`config.mk`:
```
export PLATFORM = sky130hd
export DESIGN_NAME = ml_spwm_gen
export DESIGN_NICKNAME = d
export VERILOG_FILES = /design/src/rtl/ml_spwm_pkg.sv /design/src/rtl/ml_spwm_ramp.sv /design/src/rtl/ml_spwm_slicer.sv /design/src/rtl/ml_spwm_cell.sv /design/src/rtl/ml_spwm_deadband.sv /design/src/rtl/ml_spwm_gen.sv
export SDC_FILE = /design/constraint.sdc
export NUM_CORES = 1
export LEC_CHECK = 0
export BUFFER_PORTS_ARGS = -buffer_cell sky130_fd_sc_hd__buf_2
export CAP_MARGIN = 20
export CORE_MARGIN = 1.5
export CORE_UTILIZATION = 60
export DETAILED_ROUTE_END_ITERATION = 10
export PLACE_DENSITY = 0.78
export SYNTH_ARGS = -nofsm -noshare
export SYNTH_HDL_FRONTEND = slang
export SYNTH_SLANG_ARGS = --single-unit
```
`constraint.sdc`:
```
create_clock -name clk -period 7.8 [get_ports clk]
set_input_delay 0.78 -clock clk [delete_from_list [all_inputs] [get_ports clk]]
set_output_delay 0.78 -clock clk [all_outputs]
set_load 0.1 [all_outputs]
```
`src/rtl/ml_spwm_pkg.sv`:
```
package ml_spwm_pkg;

    typedef enum logic [1:0] {
        ARR_PD    = 2'd0,
        ARR_POD   = 2'd1,
        ARR_APOD  = 2'd2,
        ARR_SPARE = 2'd3
    } arr_mode_e;

    typedef enum logic [1:0] {
        CS_POS = 2'd0,
        CS_NEG = 2'd1,
        CS_ZHI = 2'd2,
        CS_ZLO = 2'd3
    } cell_st_e;

    typedef enum logic {
        RAMP_UP = 1'b0,
        RAMP_DN = 1'b1
    } ramp_dir_e;

    // Whether carrier idx of ncar runs inverted under arrangement m
    function automatic logic carrier_flipped(arr_mode_e m, int unsigned idx, int unsigned ncar);
        logic f;
        unique case (m)
            ARR_PD:    f = 1'b0;
            ARR_POD:   f = (idx >= ncar / 2);
            ARR_APOD:  f = ((idx % 2) == 1);
            ARR_SPARE: f = 1'b0;
        endcase
        return f;
    endfunction

endpackage

```
`src/rtl/ml_spwm_ramp.sv`:
```
module ml_spwm_ramp
    import ml_spwm_pkg::*;
#(
    parameter int CNT_W = 10
) (
    input  logic             clk,
    input  logic             rst_n,
    input  logic [CNT_W-1:0] lim_i,
    output logic [CNT_W-1:0] ramp_o
);

    ramp_dir_e        dir_q;
    logic [CNT_W-1:0] ramp_q;

    always_ff @(posedge clk or negedge rst_n) begin
        if (!rst_n) begin
            dir_q  <= RAMP_UP;
            ramp_q <= '0;
        end else if (lim_i == '0) begin
            dir_q  <= RAMP_UP;
            ramp_q <= '0;
        end else begin
            unique case (dir_q)
                RAMP_UP: begin
                    if (ramp_q >= lim_i) begin
                        dir_q  <= RAMP_DN;
                        ramp_q <= ramp_q - 1'b1;
                    end else begin
                        ramp_q <= ramp_q + 1'b1;
                    end
                end
                RAMP_DN: begin
                    if (ramp_q == '0) begin
                        dir_q  <= RAMP_UP;
                        ramp_q <= ramp_q + 1'b1;
                    end else begin
                        ramp_q <= ramp_q - 1'b1;
                    end
                end
            endcase
        end
    end

    assign ramp_o = ramp_q;

endmodule

```
`src/rtl/ml_spwm_slicer.sv`:
```
module ml_spwm_slicer
    import ml_spwm_pkg::*;
#(
    parameter int DATA_W = 12,
    parameter int CNT_W  = 10,
    parameter int NCELL  = 2,
    parameter int LVL_W  = $clog2(2 * NCELL + 1) + 1
) (
    input  logic                    clk,
    input  logic                    rst_n,
    input  logic signed [DATA_W-1:0] ref_i,
    input  logic [1:0]              mode_i,
    input  logic [CNT_W-1:0]        lim_i,
    input  logic [CNT_W-1:0]        ramp_i,
    output logic signed [LVL_W-1:0] lvl_o
);

    localparam int NCAR  = 2 * NCELL;
    localparam int CSPAN = CNT_W + $clog2(NCELL + 1) + 1;
    localparam int CW    = ((DATA_W > CSPAN) ? DATA_W : CSPAN) + 1;
    localparam logic signed [LVL_W-1:0] MID = LVL_W'(NCELL);

    arr_mode_e               mode_e;
    logic signed [CW-1:0]    ref_x;
    logic signed [CW-1:0]    lim_x;
    logic signed [CW-1:0]    ramp_x;
    logic [NCAR-1:0]         above;
    logic [NCAR-1:0]         flip;
    logic [LVL_W-1:0]        n_above;
    logic signed [LVL_W-1:0] lvl_q;

    assign mode_e = arr_mode_e'(mode_i);
    assign ref_x  = {{(CW-DATA_W){ref_i[DATA_W-1]}}, ref_i};
    assign lim_x  = {{(CW-CNT_W){1'b0}}, lim_i};
    assign ramp_x = {{(CW-CNT_W){1'b0}}, ramp_i};

    for (genvar k = 0; k < NCAR; k++) begin : g_car
        localparam logic signed [CW-1:0] KOFF = CW'(k - NCELL);
        logic signed [CW-1:0] car;
        assign flip[k]  = carrier_flipped(mode_e, k, NCAR);
        assign car      = lim_x * KOFF + (flip[k] ? (lim_x - ramp_x) : ramp_x);
        assign above[k] = (ref_x > car);
    end

    always_comb begin
        n_above = '0;
        for (int k = 0; k < NCAR; k++) begin
            n_above = n_above + LVL_W'(above[k]);
        end
    end

    always_ff @(posedge clk or negedge rst_n) begin
        if (!rst_n) begin
            lvl_q <= '0;
        end else begin
            lvl_q <= signed'(n_above) - MID;
        end
    end

    assign lvl_o = lvl_q;

endmodule

```
`src/rtl/ml_spwm_cell.sv`:
```
module ml_spwm_cell
    import ml_spwm_pkg::*;
#(
    parameter int LVL_W    = 4,
    parameter int CELL_IDX = 0
) (
    input  logic                    clk,
    input  logic                    rst_n,
    input  logic signed [LVL_W-1:0] lvl_i,
    output logic [3:0]              sw_o
);

    localparam logic signed [LVL_W-1:0] THR = LVL_W'(CELL_IDX + 1);

    cell_st_e st_q, st_d;
    logic     zhi_last_q, zhi_last_d;

    // next state: drive-up, drive-down, settle, hold-zero
    always_comb begin
        st_d       = st_q;
        zhi_last_d = zhi_last_q;
        if (lvl_i >= THR) begin
            st_d = CS_POS;
        end else if (lvl_i <= -THR) begin
            st_d = CS_NEG;
        end else begin
            unique case (st_q)
                CS_POS, CS_NEG: begin
                    st_d       = zhi_last_q ? CS_ZLO : CS_ZHI;
                    zhi_last_d = !zhi_last_q;
                end
                CS_ZHI, CS_ZLO: begin
                    st_d = st_q;
                end
            endcase
        end
    end

    always_ff @(posedge clk or negedge rst_n) begin
        if (!rst_n) begin
            st_q       <= CS_ZLO;
            zhi_last_q <= 1'b0;
        end else begin
            st_q       <= st_d;
            zhi_last_q <= zhi_last_d;
        end
    end

    // outputs: bit0=S1, bit1=S2, bit2=S3, bit3=S4
    always_comb begin
        unique case (st_q)
            CS_POS: sw_o = 4'b1001;
            CS_NEG: sw_o = 4'b0110;
            CS_ZHI: sw_o = 4'b0011;
            CS_ZLO: sw_o = 4'b1100;
        endcase
    end

endmodule

```
`src/rtl/ml_spwm_deadband.sv`:
```
module ml_spwm_deadband #(
    parameter int DEAD_W = 6
) (
    input  logic              clk,
    input  logic              rst_n,
    input  logic              cmd_i,
    input  logic [DEAD_W-1:0] dead_i,
    output logic              gate_o
);

    logic [DEAD_W-1:0] wait_q;
    logic              gate_q;

    always_ff @(posedge clk or negedge rst_n) begin
        if (!rst_n) begin
            wait_q <= '0;
            gate_q <= 1'b0;
        end else if (!cmd_i) begin
            wait_q <= '0;
            gate_q <= 1'b0;
        end else if (wait_q >= dead_i) begin
            gate_q <= 1'b1;
        end else begin
            wait_q <= wait_q + 1'b1;
            gate_q <= 1'b0;
        end
    end

    assign gate_o = gate_q;

endmodule

```
`src/rtl/ml_spwm_gen.sv`:
```
module ml_spwm_gen
    import ml_spwm_pkg::*;
#(
    parameter int DATA_W = 12,
    parameter int CNT_W  = 10,
    parameter int DEAD_W = 6,
    parameter int NCELL  = 2,
    parameter int LVL_W  = $clog2(2 * NCELL + 1) + 1
) (
    input  logic                     clk,
    input  logic                     rst_n,
    input  logic signed [DATA_W-1:0] ref_in,
    input  logic [1:0]               arr_mode,
    input  logic [CNT_W-1:0]         ramp_lim,
    input  logic [DEAD_W-1:0]        dead_cyc,
    output logic signed [LVL_W-1:0]  lvl_o,
    output logic [4*NCELL-1:0]       gate_o
);

    localparam int NSW = 4 * NCELL;

    logic [CNT_W-1:0]        ramp;
    logic signed [LVL_W-1:0] lvl;
    logic [NSW-1:0]          sw_cmd;

    ml_spwm_ramp #(.CNT_W(CNT_W)) u_ramp (
        .clk    (clk),
        .rst_n  (rst_n),
        .lim_i  (ramp_lim),
        .ramp_o (ramp)
    );

    ml_spwm_slicer #(
        .DATA_W (DATA_W),
        .CNT_W  (CNT_W),
        .NCELL  (NCELL),
        .LVL_W  (LVL_W)
    ) u_slicer (
        .clk    (clk),
        .rst_n  (rst_n),
        .ref_i  (ref_in),
        .mode_i (arr_mode),
        .lim_i  (ramp_lim),
        .ramp_i (ramp),
        .lvl_o  (lvl)
    );

    for (genvar c = 0; c < NCELL; c++) begin : g_cell
        ml_spwm_cell #(
            .LVL_W    (LVL_W),
            .CELL_IDX (c)
        ) u_cell (
            .clk   (clk),
            .rst_n (rst_n),
            .lvl_i (lvl),
            .sw_o  (sw_cmd[4*c +: 4])
        );
    end

    for (genvar i = 0; i < NSW; i++) begin : g_dead
        ml_spwm_deadband #(.DEAD_W(DEAD_W)) u_db (
            .clk    (clk),
            .rst_n  (rst_n),
            .cmd_i  (sw_cmd[i]),
            .dead_i (dead_cyc),
            .gate_o (gate_o[i])
        );
    end

    assign lvl_o = lvl;

endmodule

```
==> summary.md <==
| Metric | Value |
|---|---|
| Critical-path cell list | inv_1 -> ha_1 -> a21oi_1 -> nand2_1 -> a21o_1 -> a21oi_1 -> xnor2_1 -> mux2_2 -> ha_1 -> or2_2 -> a21oi_1 -> a31oi_1 -> o311a_1 -> o21a_1 -> ha_1 -> a21o_1 -> a2111oi_0 -> a221oi_1 -> o21a_1 -> ha_1 -> fa_1 -> inv_1 -> ha_1 -> inv_1 |
| Asr flop ratio synth | 100% |
| Chip Height | between 100 and 150 um |
| Most area-hungry cell type in the Yosys netlist | ha_1 |
| Peak fanout along the critical path | 10 |
| Die ar. | between 10000 and 15000 um^2 |
| Post-detailed-route count of antenna-violating nets | 0 |
| Die W | about 120 um |
| Root Driver | clkbuf_16 |
| Seq/Total Area, Yosys | ~22% |
| Final hold viol count | 0 |
| Vias/cell | between 6 and 7 |
| Initial drt markers | ~420 |
| WL final | 20000 um |
| Worst Tran Pin Value | around 990 ps |
| CP Launch Type | flip-flop |
| Commonest non-fill, non-tap cell in the layout | ha_1 |
| # clock sinks | 76 |
| CP max stage cell | a2111oi_0 |
| Core Box Area | 13900 um^2 |
| Most used DFF post-synth | dfrtp_1 |
| CP endpoint kind | flip-flop |
| Worst r2r path cells | 24 |
| Final setup fails | 0 |
| Flop and latch count out of synthesis | 76 |
| Critical Path RT | 8080 ps |
| Crit path buf inv count | 3 |
| Postcts setup bufs | 0 |
| Max stage delay on crit path | 610 ps |
| VDD IR max | between 0.2 and 0.25 mV |
| Final Non-Filler Cells | between 1000 and 1500 |
| Skew final | ~11 ps |
| Gr usage total | between 20% and 30% |
| CP top delay family | compound AO/OA/AOI/OAI gates |
| Slew Viols, Final | 0 |
| Tmin final | 6210 ps |
| Antenna diodes | 0 |
| Fin nets | ~1200 |
| Worst path most repeated cell | ha_1 |
| First-pass GRT wire length | ~33000 um |
| Vias | 7279 |
| Data arrival time of the critical path | between 6000 and 7000 ps |
| P&R area growth vs syn | 7.68% |
| Synth Cell Area | between 8000 and 9000 um^2 |
| Final Cell Area | around 9200 um^2 |
| Setup TNS | 0 ps |
| Placed insts | roughly 1200 |
| Relative slew slack | ~34% |
| Vias in the first global route | 6963 |
| Post-CTS sizing | 0 |
| Status | finished clean |
| Hold path depth | 1 |
| Maximum clock rate | about 160 MHz |
| Pre-CTS setup slack | approximately 1600 ps |
| WL per Instance | ~17 um |
| Syn_area_per_cell | 8.80 um^2 |
| PortBufs | between 40 and 50 |
| CTS Hold Bufs | 0 |
| FP Rows | 43 |
| Detailed Place HPWL | roughly 16000 um |
| RSZ-0062 raised after global routing | false |
| Hold Path Class | reg2reg |
| Final GP Congestion | roughly 0.97 |
| CTS buffer count | 9 |
| Number of flops mapped to enable cells by yosys | 0 |
| Maximum root-to-sink buffer count | 2 |
| Leak | 4.49 nW |
| Fin crit share | about four fifths |
| Total gr overflow | 0 |
| Critical Path Stages | 24 |
| Syn Nets | roughly 1200 |
| Drt pass-1 iters | 5 |
| Largest net degree at the start of global routing | between 70 and 80 |
| Skew-Pair Late Insertion Delay | approximately 340 ps |
| Initial Utilization | slightly above 60% |
| Setup ws final | roughly 1600 ps |
| Commonest cells after routing, fill and taps aside | ha_1, inv_1, nor2_1, dfrtp_1 |
| Initial antenna violation count | 0 |
| Synth top area cells | ha_1, dfrtp_1, xnor2_1, inv_1, nor2_1 |
| Synthesis Warnings | 0 |
| Post-route DRC | 0 |
| Share of post-route cells with drive strength above 1 | about a tenth |
| Area share of the largest cell type after synthesis | 24.4% |
| Placement Cell Area | a little under 9000 um^2 |
| Max cap viols | 0 |
| # H-tree levels | 3 |
| Cell Pwr Density | around 350 nW/um^2 |
| Yosys cell types | 64 |
| Io pins | 44 |
| CTS clk-pin slew, worst paths | roughly 60 ps |
| Syn Inst Count | around 970 |
| CTS tree | yes |
| Worst setup path class | reg2reg |
-- layout make-up --
| class | instances | area (um^2) |
|---|---|---|
| Multi-Input combinational cell | 793 | 6220 |
| Timing Repair Buffer | 43 | 218 |
| Inverter | 79 | 297 |
| Clock buffer | 11 | 253 |
| Clock inverter | 5 | 82.6 |
| Fill cell | 1171 | 4670 |
| Sequential cell | 76 | 1910 |
| Tap cell | 180 | 225 |
-- cells by family (layout without fill, tap and decap cells) --
logic type                 after synthesis  count (layout)  synth area share [%]
and+or+nand+nor                        291             291                  17.4
AOI/OAI and AO/OA                      233             233                  19.3
adders and majority gates              172             172                  25.6
buffers and inverters                  102             138                  4.89
DFF                                     76              76                  22.3
muxes                                   33              33                  4.01
xor gates and xnor gates                64              64                  6.56
-- report_power, final --
part | internal, mW | switching [mW] | total (mW)
sequential | 0.497 | 0.152 | 0.649
clock | 0.299 | 0.175 | 0.474
combinational | 0.883 | 1.19 | 2.08
-- metrics by stage --
step           utilization, %  hold WS (ps)  power, mW
6_report                 66.3           479       3.20
5_1_grt                  66.3           494       3.51
4_1_cts                  66.3           480       3.19
3_5_place_dp             63.9           463       2.70
3_3_place_gp             63.9           467       2.64
2_1_floorplan               -           446       2.24
-- worst reg2reg max path: stages, from the launching register on --
cell and delay [ps]:
dfrtp_1 540, inv_1 220, ha_1 390, a21oi_1 210, nand2_1 110, a21o_1 180, a21oi_1 170, xnor2_1 130
mux2_2 280, ha_1 310, or2_2 320, a21oi_1 160, a31oi_1 120, o311a_1 350, o21a_1 180, ha_1 300
a21o_1 180, a2111oi_0 610, a221oi_1 180, o21a_1 150, ha_1 300, fa_1 430, inv_1 70, ha_1 220
inv_1 60
-- flip-flops by register name (all words and copies together) (netlist names) --
name / count
g_dead.u_db.gate_o: 8
u_ramp.ramp_o: 10
g_dead.u_db.wait_q: 48
g_cell.u_cell.zhi_last_q: 2
g_cell.u_cell.st_q: 4
u_slicer.lvl_o: 3
u_ramp.dir_q: 1
-- worst paths after layout --
| path | end | from | slack [ps] |
|---|---|---|---|
| setup reg to reg | u_slicer.lvl_o[1] | u_ramp.ramp_o[2] | 1590 |
| min in group asynchronous | g_dead[7].u_db.wait_q[0] | rst_n | 580 |
| max in group asynchronous | g_dead[2].u_db.wait_q[5] | rst_n | 6540 |
| hold / removal | g_cell[1].u_cell.zhi_last_q | g_cell[1].u_cell.zhi_last_q | 480 |
| setup / recovery | u_slicer.lvl_o[1] | u_ramp.ramp_o[2] | 1590 |
| hold reg to reg | g_cell[1].u_cell.zhi_last_q | g_cell[1].u_cell.zhi_last_q | 480 |
-- synth_stat cells (6+ instances only) --
| library cell | count |
|---|---|
| inv_1 | 79 |
| mux2i_1 | 23 |
| nand4_1 | 24 |
| a211oi_1 | 19 |
| nand2b_1 | 24 |
| clkbuf_1 | 11 |
| o21ai_0 | 43 |
| a31o_2 | 14 |
| and3_1 | 9 |
| or3_1 | 8 |
| nor3_1 | 20 |
| nand2_1 | 49 |
| a21o_1 | 28 |
| mux2_2 | 10 |
| xor2_1 | 17 |
| dfrtp_1 | 72 |
| a2111o_1 | 8 |
| nand3_1 | 40 |
| nor2_1 | 72 |
| buf_4 | 9 |
| a21oi_1 | 49 |
| o31ai_1 | 8 |
| ha_1 | 167 |
| o21a_1 | 13 |
| xnor2_1 | 47 |
| nor3b_1 | 6 |
| nor2b_1 | 14 |
-- layer usage --
| metal | vias to the layer above | part of all wire [%] | global-route usage [%] |
|---|---|---|---|
| met5 | - | 0 | 0 |
| met4 | 0 | 3.1 | 11.0 |
| met3 | 47 | 3.5 | 3.02 |
| met2 | 173 | 49 | 49.5 |
| met1 | 3441 | 44 | 33.8 |
| li1 | 3618 | - | - |
No activity file was read; power rests on OpenSTA's default activity.
